<file path="config.mk">
export PLATFORM = sky130hd
export DESIGN_NAME = serial_tx_top
export DESIGN_NICKNAME = d
export VERILOG_FILES = /design/src/rtl/serial_tx_pkg.sv /design/src/rtl/serial_tx_store.sv /design/src/rtl/serial_tx_parity.sv /design/src/rtl/serial_tx_shifter.sv /design/src/rtl/serial_tx_top.sv
export SDC_FILE = /design/constraint.sdc
export NUM_CORES = 1
export LEC_CHECK = 0
export ABC_AREA = 1
export BUFFER_PORTS_ARGS = -buffer_cell sky130_fd_sc_hd__buf_2
export CORE_MARGIN = 4
export CORE_UTILIZATION = 40
export CTS_CLUSTER_DIAMETER = 100
export CTS_CLUSTER_SIZE = 28
export DETAILED_ROUTE_END_ITERATION = 16
export GPL_ROUTABILITY_DRIVEN = 0
export PLACE_DENSITY = 0.64
export SKIP_CTS_REPAIR_TIMING = 1
export SYNTH_ARGS = -nofsm -noshare
export SYNTH_HDL_FRONTEND = slang
export SYNTH_HIERARCHICAL = 1
export SYNTH_SLANG_ARGS = --single-unit
</file>
<file path="constraint.sdc">
create_clock -name clk -period 3.2 [get_ports clk]
set_input_delay 0.48 -clock clk [delete_from_list [all_inputs] [get_ports clk]]
set_output_delay 0.48 -clock clk [all_outputs]
set_load 0.03 [all_outputs]
</file>
<file path="src/rtl/serial_tx_pkg.sv">
package serial_tx_pkg;
  typedef enum logic [2:0] {
    SH_IDLE  = 3'd0,
    SH_START = 3'd1,
    SH_DATA  = 3'd2,
    SH_PAR   = 3'd3,
    SH_STOP  = 3'd4
  } sh_state_t;

  typedef struct packed {
    logic [1:0] word_len;
    logic       parity_on;
    logic       two_stop;
  } frame_cfg_t;
endpackage

</file>
<file path="src/rtl/serial_tx_store.sv">
module serial_tx_store #(
  parameter int DATA_W = 8,
  parameter int DEPTH  = 16,
  localparam int PW = (DEPTH > 1) ? $clog2(DEPTH) : 1,
  localparam int CW = $clog2(DEPTH + 1)
) (
  input  logic              clk,
  input  logic              rst_n,
  input  logic              queue_on,
  input  logic              push_req,
  input  logic [DATA_W-1:0] push_data,
  input  logic              pop,
  output logic [DATA_W-1:0] head,
  output logic [CW-1:0]     count,
  output logic              full,
  output logic              empty
);
  logic [DATA_W-1:0] mem [DEPTH];
  logic [PW-1:0]     wptr, rptr;
  logic [CW-1:0]     cap;
  logic              push;

  assign cap   = queue_on ? CW'(DEPTH) : CW'(1);
  assign full  = (count >= cap);
  assign empty = (count == '0);
  assign push  = push_req && !full;
  assign head  = mem[rptr];

  function automatic logic [PW-1:0] ptr_next(input logic [PW-1:0] p);
    return (p == PW'(DEPTH - 1)) ? '0 : p + PW'(1);
  endfunction

  always_ff @(posedge clk or negedge rst_n) begin
    if (!rst_n) begin
      wptr  <= '0;
      rptr  <= '0;
      count <= '0;
    end else begin
      if (push) wptr <= ptr_next(wptr);
      if (pop)  rptr <= ptr_next(rptr);
      if (push && !pop)      count <= count + CW'(1);
      else if (pop && !push) count <= count - CW'(1);
    end
  end

  always_ff @(posedge clk) begin
    if (push) mem[wptr] <= push_data;
  end


  count_bound_chk: assert property (@(posedge clk) disable iff (!rst_n)
    count <= CW'(DEPTH));

  no_underflow_chk: assert property (@(posedge clk) disable iff (!rst_n)
    pop |-> count != '0);
endmodule

</file>
<file path="src/rtl/serial_tx_parity.sv">
module serial_tx_parity #(
  parameter int DATA_W   = 8,
  parameter int MIN_BITS = 5
) (
  input  logic [DATA_W-1:0] data,
  input  logic [1:0]        word_len,
  input  logic              parity_even,
  output logic              parity_bit
);
  logic [DATA_W-1:0] used;
  int unsigned       nbits;

  always_comb begin
    nbits = MIN_BITS + int'(word_len);
    for (int i = 0; i < DATA_W; i++) begin
      used[i] = data[i] && (i < nbits);
    end
    parity_bit = (^used) ^ !parity_even;
  end
endmodule

</file>
<file path="src/rtl/serial_tx_shifter.sv">
module serial_tx_shifter
  import serial_tx_pkg::*;
#(
  parameter int DATA_W   = 8,
  parameter int MIN_BITS = 5,
  parameter int TPB      = 16,
  localparam int IW = $clog2(DATA_W),
  localparam int TW = $clog2(TPB)
) (
  input  logic              clk,
  input  logic              rst_n,
  input  logic              tick16,
  input  logic              have_data,
  input  logic [DATA_W-1:0] head,
  input  logic              head_parity,
  input  frame_cfg_t        cfg,
  output logic              pop,
  output logic              line,
  output logic              busy
);
  sh_state_t         state;
  logic [TW-1:0]     tcnt;
  logic [IW-1:0]     bidx, last_idx;
  logic [DATA_W-1:0] shreg;
  logic              par_bit, par_use, stop2, stop_idx;
  logic              bit_done;

  assign bit_done = tick16 && (tcnt == TW'(TPB - 1));
  assign pop      = (state == SH_IDLE) && have_data;
  assign busy     = (state != SH_IDLE);

  always_comb begin
    unique case (state)
      SH_START: line = 1'b0;
      SH_DATA:  line = shreg[0];
      SH_PAR:   line = par_bit;
      default:  line = 1'b1;
    endcase
  end

  always_ff @(posedge clk or negedge rst_n) begin
    if (!rst_n) begin
      state    <= SH_IDLE;
      tcnt     <= '0;
      bidx     <= '0;
      last_idx <= '0;
      shreg    <= '0;
      par_bit  <= 1'b0;
      par_use  <= 1'b0;
      stop2    <= 1'b0;
      stop_idx <= 1'b0;
    end else if (state == SH_IDLE) begin
      tcnt <= '0;
      if (have_data) begin
        state    <= SH_START;
        shreg    <= head;
        par_bit  <= head_parity;
        par_use  <= cfg.parity_on;
        stop2    <= cfg.two_stop;
        last_idx <= IW'(MIN_BITS - 1) + IW'(cfg.word_len);
      end
    end else begin
      if (tick16) tcnt <= bit_done ? '0 : tcnt + TW'(1);
      if (bit_done) begin
        unique case (state)
          SH_START: begin
            state <= SH_DATA;
            bidx  <= '0;
          end
          SH_DATA: begin
            shreg <= shreg >> 1;
            if (bidx == last_idx) begin
              state    <= par_use ? SH_PAR : SH_STOP;
              stop_idx <= 1'b0;
            end else begin
              bidx <= bidx + IW'(1);
            end
          end
          SH_PAR: begin
            state    <= SH_STOP;
            stop_idx <= 1'b0;
          end
          SH_STOP: begin
            if (stop2 && !stop_idx) stop_idx <= 1'b1;
            else                    state    <= SH_IDLE;
          end
          default: state <= SH_IDLE;
        endcase
      end
    end
  end


  busy_end_stop_chk: assert property (@(posedge clk) disable iff (!rst_n)
    $fell(busy) |-> $past(state) == SH_STOP && $past(bit_done));

  start_low_chk: assert property (@(posedge clk) disable iff (!rst_n)
    $rose(busy) |-> !line);
endmodule

</file>
<file path="src/rtl/serial_tx_top.sv">
module serial_tx_top
  import serial_tx_pkg::*;
#(
  parameter int DATA_W    = 8,
  parameter int DEPTH     = 16,
  parameter int TPB       = 16,
  parameter int MIN_BITS  = 5,
  parameter int IRQ_LEVEL = DEPTH / 2,
  localparam int CW = $clog2(DEPTH + 1)
) (
  input  logic              clk,
  input  logic              rst_n,
  input  logic              tick16,
  input  logic              queue_on,
  input  logic [1:0]        word_len,
  input  logic              parity_on,
  input  logic              parity_even,
  input  logic              two_stop,
  input  logic              brk,
  input  logic              irq_on,
  input  logic              wr_valid,
  output logic              wr_ready,
  input  logic [DATA_W-1:0] wr_data,
  output logic              txd,
  output logic              tx_full,
  output logic              tx_empty,
  output logic              tx_busy,
  output logic              tx_irq
);
  logic [DATA_W-1:0] head;
  logic [CW-1:0]     count;
  logic              pop, line, head_par, store_empty;
  frame_cfg_t        cfg;

  assign cfg = '{word_len: word_len, parity_on: parity_on, two_stop: two_stop};

  serial_tx_store #(.DATA_W(DATA_W), .DEPTH(DEPTH)) u_store (
    .clk(clk), .rst_n(rst_n), .queue_on(queue_on),
    .push_req(wr_valid), .push_data(wr_data), .pop(pop),
    .head(head), .count(count), .full(tx_full), .empty(store_empty)
  );

  serial_tx_parity #(.DATA_W(DATA_W), .MIN_BITS(MIN_BITS)) u_par (
    .data(head), .word_len(word_len), .parity_even(parity_even),
    .parity_bit(head_par)
  );

  serial_tx_shifter #(.DATA_W(DATA_W), .MIN_BITS(MIN_BITS), .TPB(TPB)) u_sh (
    .clk(clk), .rst_n(rst_n), .tick16(tick16), .have_data(!store_empty),
    .head(head), .head_parity(head_par), .cfg(cfg),
    .pop(pop), .line(line), .busy(tx_busy)
  );

  assign wr_ready = !tx_full;
  assign tx_empty = store_empty;
  assign txd      = brk ? 1'b0 : line;
  assign tx_irq   = irq_on && (queue_on ? (count <= CW'(IRQ_LEVEL)) : store_empty);


  idle_high_chk: assert property (@(posedge clk) disable iff (!rst_n)
    (!tx_busy && !brk) |-> txd);

  break_low_chk: assert property (@(posedge clk) disable iff (!rst_n)
    $rose(brk) |-> !txd);
endmodule

</file>
==> out/results.tsv, run 1 <==
stage	metric	value	unit
synthesis	synth unique cells	35	
timing	crit share post-route	82.7	%
placement	pre-CTS setup slack	0.587	ns
floorplan	die width	152	µm
clocking	CTS sink count	166	
clocking	Worst-Skew Late Latency	0.42	ns
placement	DP Area	8700	µm²
synthesis	synthesis warning total	6	
placement	Placed Cells	1229	
layout	Util after Layout	45.6	%
synthesis	area leader, netlist	edfxtp_1	
pwr	Pleak	4.42	nW
setup_path	crit-path max FO	4	
clocking	CTS Buffer Depth	2	
pwr	P per Cell Area	922	nW/µm²
timing	Max Clk Rate	378	MHz
setup_path	CP startpoint kind	register	
setup_path	CP max stage delay	0.43	ns
global_routing	first-pass GRT wire length	30100	µm
floorplan	core area	20400	µm²
timing	WHS	0.189	ns
global_routing	pin count of the biggest net entering global routing	68	
floorplan	DIE AREA	23200	µm²
setup_path	Most common cell on crit path	inv_1	
synthesis	synth top area cells	edfxtp_1, nand2_1, dfrtp_1	
setup_path	Slowest-stage cell, CP	dfrtp_1	
global_routing	initial antenna violation count	0	
floorplan	IO Pins	26	
synthesis	syn avg cell area	8.76	µm²
timing	setup TNS	0	ns
timing	fin worst setup slack	0.554	ns
clocking	root buffer cell	clkbuf_16	
floorplan	# rows	52	
floorplan	starting density of the core	41.0	%
routing	DRT Pass-1 Iters	6	
timing	slew margin rel.	39.3	%
clocking	H-tree depth	4	
synthesis	ys flop type	edfxtp_1	
timing	Final Skew	0.00939	ns
setup_path	Buf/Inv on CP	4	
timing	RSZ-0062 raised after global routing	false	
routing	1st-iter DRT viols	463	
worst_hold_path	worst min-delay path class	input pin to async pin	
layout	design area	9290	µm²
layout	share of cells above drive strength 1	9.79	%
layout	area delta synth->final	11.3	%
clocking	CTS Buf Count	17	
routing	via count	5983	
setup_path	Worst EP arrival	2.95	ns
layout	final layout net count	1012	
clocking	clk slew on worst S/H paths	0.06	ns
layout	antenna cell count	0	
setup_path	Crit path max-delay family	simple AND/OR/NAND/NOR gates	
layout	Layout fillers	1921	
timing	min Tclk post-route	2.65	ns
status	run status	finished, final reports clean	
synthesis	Cell Area, Synth	8350	µm²
synthesis	post-synth net total	987	
routing	DRC viols	0	
synthesis	count of state elements after synthesis	166	
synthesis	fraction of registers with async set/reset	22.9	%
floorplan	Die Y	152	µm
global_routing	gr usage total	16.2	%
job	max_cap viols	0	
routing	WL final	18400	µm
setup_path	worst-path cell chain	nor2_2 > nand3_1 > nor2_1 > inv_1 > nand3_4 > inv_1 > inv_1 > ha_1 > inv_1 > ha_1 > or2_2 > nand3_1 > nand2_1 > nand2_1 > nand2_1	
timing	Setup-failing EPs final	0	
placement	hpwl dp	12000	µm
setup_path	Crit. End Element	register	
routing	wire per inst	14.6	µm
timing	Max Slew Vio Count	0	
setup_path	WS Path Type	register to register	
synthesis	Cells after Synth	953	
pwr	Worst VDD drop	0.578	mV
routing	DRT antenna net count	0	
synthesis	Post-synth EDFFs	128	
timing	Slew @ Worst Pin	0.911	ns
global_routing	GRT overflow	0	
synthesis	register area share after synthesis	57.4	%
layout	fin cells	1261	
pwr	total power	8.56	mW
routing	Vias/cell	4.74	
placement	IO Port Bufs	25	
timing	endpoints failing hold	0	
clocking	TritonCTS clock tree	done	
global_routing	vias in the first global route	5650	
synthesis	post-synth top area share	46.0	%
setup_path	Worst Path Required	3.51	ns
-- report_power, final --
group | internal, mW | switching [mW] | total [mW] | leakage (nW)
clock | 1.20 | 0.828 | 2.03 | 0.284
sequential | 2.61 | 0.260 | 2.87 | 1.63
combinational | 1.16 | 2.51 | 3.66 | 2.51
-- area by class of cell --
class / instances / area (µm²) / share of cell area [%]
flip-flops and latches: 166 / 4800 / 51.6
repair buffers: 31 / 195 / 2.10
multi-input cells: 572 / 2660 / 28.6
inverters: 190 / 713 / 7.68
well taps: 270 / 338 / 3.64
clock buffers: 22 / 464 / 5.00
clock inverters: 10 / 123 / 1.32
-- cell usage after synthesis, types with 3 or more instances --
master,count
a21oi_1,5
buf_2,10
buf_4,11
buf_6,3
clkinv_1,3
dfrtp_1,38
edfxtp_1,128
ha_1,13
inv_1,181
inv_2,6
nand2_1,341
nand2_2,7
nand2_4,4
nand3_1,114
nand4_1,4
nor2_1,40
nor2_2,7
nor2_4,4
o21ai_0,11
xnor2_1,3
-- layer usage --
layer  track usage, %  part of all wire, %
met1             22.7                   47
met5                0                    0
met3             2.64                  4.0
met2             25.9                   48
met4             5.01                  1.4
-- flip-flops by register name (all words and copies together) (netlist names) --
register	flops
u_sh/stop_idx	1
u_store/wptr	4
u_store/rptr	4
u_sh/par_use	1
u_sh/tcnt	4
u_sh/bidx	3
u_sh/stop2	1
u_sh/par_bit	1
u_store/mem	128
u_sh/state	3
u_sh/shreg	8
u_store/count	5
u_sh/last_idx	3
-- worst register-to-register path, delay by kind of cell, from the launching register on --
family	cells	cell delay, ns
flip-flops	1	0.43
adder cells (fa/ha/maj)	2	0.50
buffers and inverters	4	0.39
AND/OR/NAND/NOR	9	1.23
-- cell usage in the layout (no fill, tap or decap), drive strengths merged --
master	n
or2	2
xor2	2
nand2	352
clkbuf	22
nor2b	1
buf	31
xnor2	3
fa	1
bufinv	2
clkinvlp	1
o21a	2
dfrtp	38
nand2b	1
nand4	5
nor3	2
nor2	51
inv	189
a21oi	7
a31oi	1
edfxtp	128
nand3	116
clkinv	8
o21ai	13
ha	13
-- path summary, 6_finish.rpt --
| path | depth (start not counted) | slack (ns) | from | end |
|---|---|---|---|---|
| setup / recovery | 15 | 0.55 | u_store/count[3]$_DFFE_PN0P_ | u_store/count[4]$_DFFE_PN0P_ |
| hold / removal | 1 | 0.19 | rst_n | u_sh/tcnt[2]$_DFFE_PN0P_ |
| setup reg to reg | 15 | 0.55 | u_store/count[3]$_DFFE_PN0P_ | u_store/count[4]$_DFFE_PN0P_ |
| hold reg to reg | 2 | 0.47 | u_sh/stop_idx$_DFFE_PN0P_ | u_sh/stop_idx$_DFFE_PN0P_ |
| max in group asynchronous | 1 | 2.39 | rst_n | u_store/rptr[0]$_DFFE_PN0P_ |
| min in group clk | 3 | 0.29 | parity_on | u_sh/par_use$_DFFE_PN0P_ |
-- cells by family (layout without fill, tap and decap cells) --
kind of cell / after synthesis / in the layout / share of synthesized area (%)
simple gates: 530 / 530 / 27.5
xor+xnor: 5 / 5 / 0.525
compound gates: 23 / 23 / 1.63
fa+ha+maj: 14 / 14 / 2.19
buf+inv: 215 / 253 / 10.7
flops: 166 / 166 / 57.4
(Power assumes the default switching activity.)
==> run 2, diff against run 1 <==
Settings changed: PLACE_DENSITY 0.64 to 0.66.
Clock period 3.2 ns to 2.18 ns, I/O delays scaled along.
==> run 2 against run 1 <==
  * Cell area up 11%
  * Via count up 4.3%
  * Sequential power up 43%
  * Clock power up 50%
  * Register-to-register slack worse by 0.42 ns
  * Non-clock buffer count up 59
  * Global-route usage down 0.10 points
  * Setup slack worse by 0.45 ns
  * Power up 70%
  * First-iteration DRC count down 4.3%
  * Routed wire length up 3.4%
  * Largest power group unchanged
  * Highest routed layer unchanged
==> out/results.tsv, run 2 (synthesized netlist as in run 1, its figures left out) <==
stage	metric	value	unit
status	run status	finished, final reports clean	
layout	design area	10300	µm²
placement	IO Port Bufs	25	
floorplan	core area	20400	µm²
routing	DRT met1 WL	8190	µm
setup_path	Crit. End Element	output pin	
routing	DRT Pass-1 Iters	5	
setup_path	worst-path cell chain	ha_4 > nand2_2 > inv_2 > nand3_4 > buf_6 > nand2_4 > nor2_4 > inv_2 > inv_2 > buf_6	
clocking	CTS Buf Count	17	
routing	wire per inst	14.4	µm
timing	RSZ-0062 raised after global routing	true	
layout	antenna cell count	0	
routing	Vias/cell	4.73	
setup_path	Worst EP arrival	1.75	ns
setup_path	Buf/Inv on CP	5	
placement	DP Area	9130	µm²
global_routing	vias in the first global route	6024	
layout	leading cell type in the layout, fill and taps excluded	nand2_1	
setup_path	Crit path max-delay family	flip-flops	
pwr	P per Cell Area	1400	nW/µm²
timing	crit share post-route	95.3	%
pwr	Pleak	4.89	nW
timing	endpoints failing hold	0	
timing	WHS	0.110	ns
clocking	root buffer cell	clkbuf_16	
layout	share of cells above drive strength 1	23.8	%
layout	commonest non-fill, non-tap cells in the layout	nand2_1, inv_1, edfxtp_1	
layout	number of flip-flops in the largest register	128	
setup_path	Worst Path Required	1.85	ns
routing	DRC viols	0	
routing	met2 WL	9770	µm
floorplan	IO Pins	26	
setup_path	Slowest-stage cell, CP	dfrtp_1	
pwr	total power	14.5	mW
clocking	CTS Buffer Depth	2	
worst_hold_path	worst min-delay path class	input pin to register	
clocking	Worst-Skew Late Latency	0.43	ns
routing	WL final	19000	µm
timing	slew margin rel.	61.9	%
routing	via count	6243	
floorplan	starting density of the core	41.0	%
clocking	TritonCTS clock tree	done	
routing	Highest Signal Layer	met4	
layout	fin cells	1321	
timing	fin worst setup slack	0.103	ns
placement	hpwl dp	12200	µm
setup_path	CP max stage delay	0.42	ns
global_routing	GRT overflow	0	
pwr	Worst VDD drop	0.837	mV
worst_hold_path	worst hold path startpoint	two_stop	
setup_path	Reg-to-Reg Start	u_store/rptr[0]$_DFFE_PN0P_	
global_routing	initial antenna violation count	0	
routing	DRT antenna net count	0	
global_routing	pin count of the biggest net entering global routing	40	
layout	area delta synth->final	23.9	%
floorplan	Die Y	152	µm
routing	1st-iter DRT viols	443	
setup_path	Most common cell on crit path	inv_2	
timing	Setup-failing EPs final	0	
floorplan	DIE AREA	23200	µm²
timing	Max Clk Rate	481	MHz
setup_path	WS Path Type	register to output pin	
global_routing	first-pass GRT wire length	30000	µm
timing	Max Slew Vio Count	0	
layout	top flop regs	u_store/mem (128), u_sh/shreg (8), u_store/count (5)	
layout	final layout net count	1072	
clocking	CTS sink count	166	
placement	pre-CTS setup slack	-0.0544	ns
timing	Slew @ Worst Pin	0.572	ns
global_routing	gr usage total	16.1	%
floorplan	die width	152	µm
job	max_cap viols	0	
routing	met3 WL post-DR	792	µm
setup_path	Critical Path Start	u_store/count[4]$_DFFE_PN0P_	
clocking	clk slew on worst S/H paths	0.07	ns
setup_path	crit-path max FO	2	
setup_path	CP startpoint kind	register	
clocking	H-tree depth	4	
timing	Final Skew	0.0132	ns
layout	Biggest register	u_store/mem	
floorplan	# rows	52	
placement	Placed Cells	1270	
timing	min Tclk post-route	2.08	ns
==> run 2: final timing paths <==
path	end	cells past startpoint	slack, ns
max in group asynchronous	u_store/count[2]$_DFFE_PN0P_	3	1.18
min in group asynchronous	u_sh/tcnt[2]$_DFFE_PN0P_	2	0.42
setup reg to reg	u_sh/par_bit$_DFFE_PN0P_	22	0.13
setup / recovery	wr_ready	10	0.10
hold / removal	u_sh/stop2$_DFFE_PN0P_	3	0.11
hold reg to reg	u_sh/shreg[6]$_DFFE_PN0P_	2	0.47
==> run 2: per-stage QoR <==
step                util (%)  TNS, ns
floorplan                  -   -0.267
global placement        44.8  -0.0194
detailed placement      44.8  -0.0544
CTS                     47.8   -0.133
global route            50.8  -0.0484
finish                  50.8        0
==> run 2: tightest hold or removal path: cells and delay by family <==
family | cells | cell delay [ns]
buf+inv | 1 | 0.07
compound gates | 1 | 0.05
simple gates | 1 | 0.04
==> run 2: area by class of cell <==
type | instances | area, µm²
clock inverter | 15 | 175
multi-input combinational | 572 | 3000
inverter | 190 | 732
sequential | 166 | 4800
timing repair inverter | 1 | 16.3
tap | 270 | 338
timing repair buffer | 90 | 861
clock buffer | 17 | 425
fill | 1801 | 10000
==> run 2: routing by layer <==
layer / vias to the layer above / global-route usage, %
met5: - / 0
li1: 3137 / -
met2: 122 / 28.3
met4: 0 / 4.75
met3: 21 / 2.98
met1: 2963 / 20.2
==> run 2: report_power, final <==
part           total [mW]  switching (mW)  internal (mW)
sequential           4.10           0.262           3.83
clock                3.04            1.39           1.65
combinational        7.39            4.41           2.98
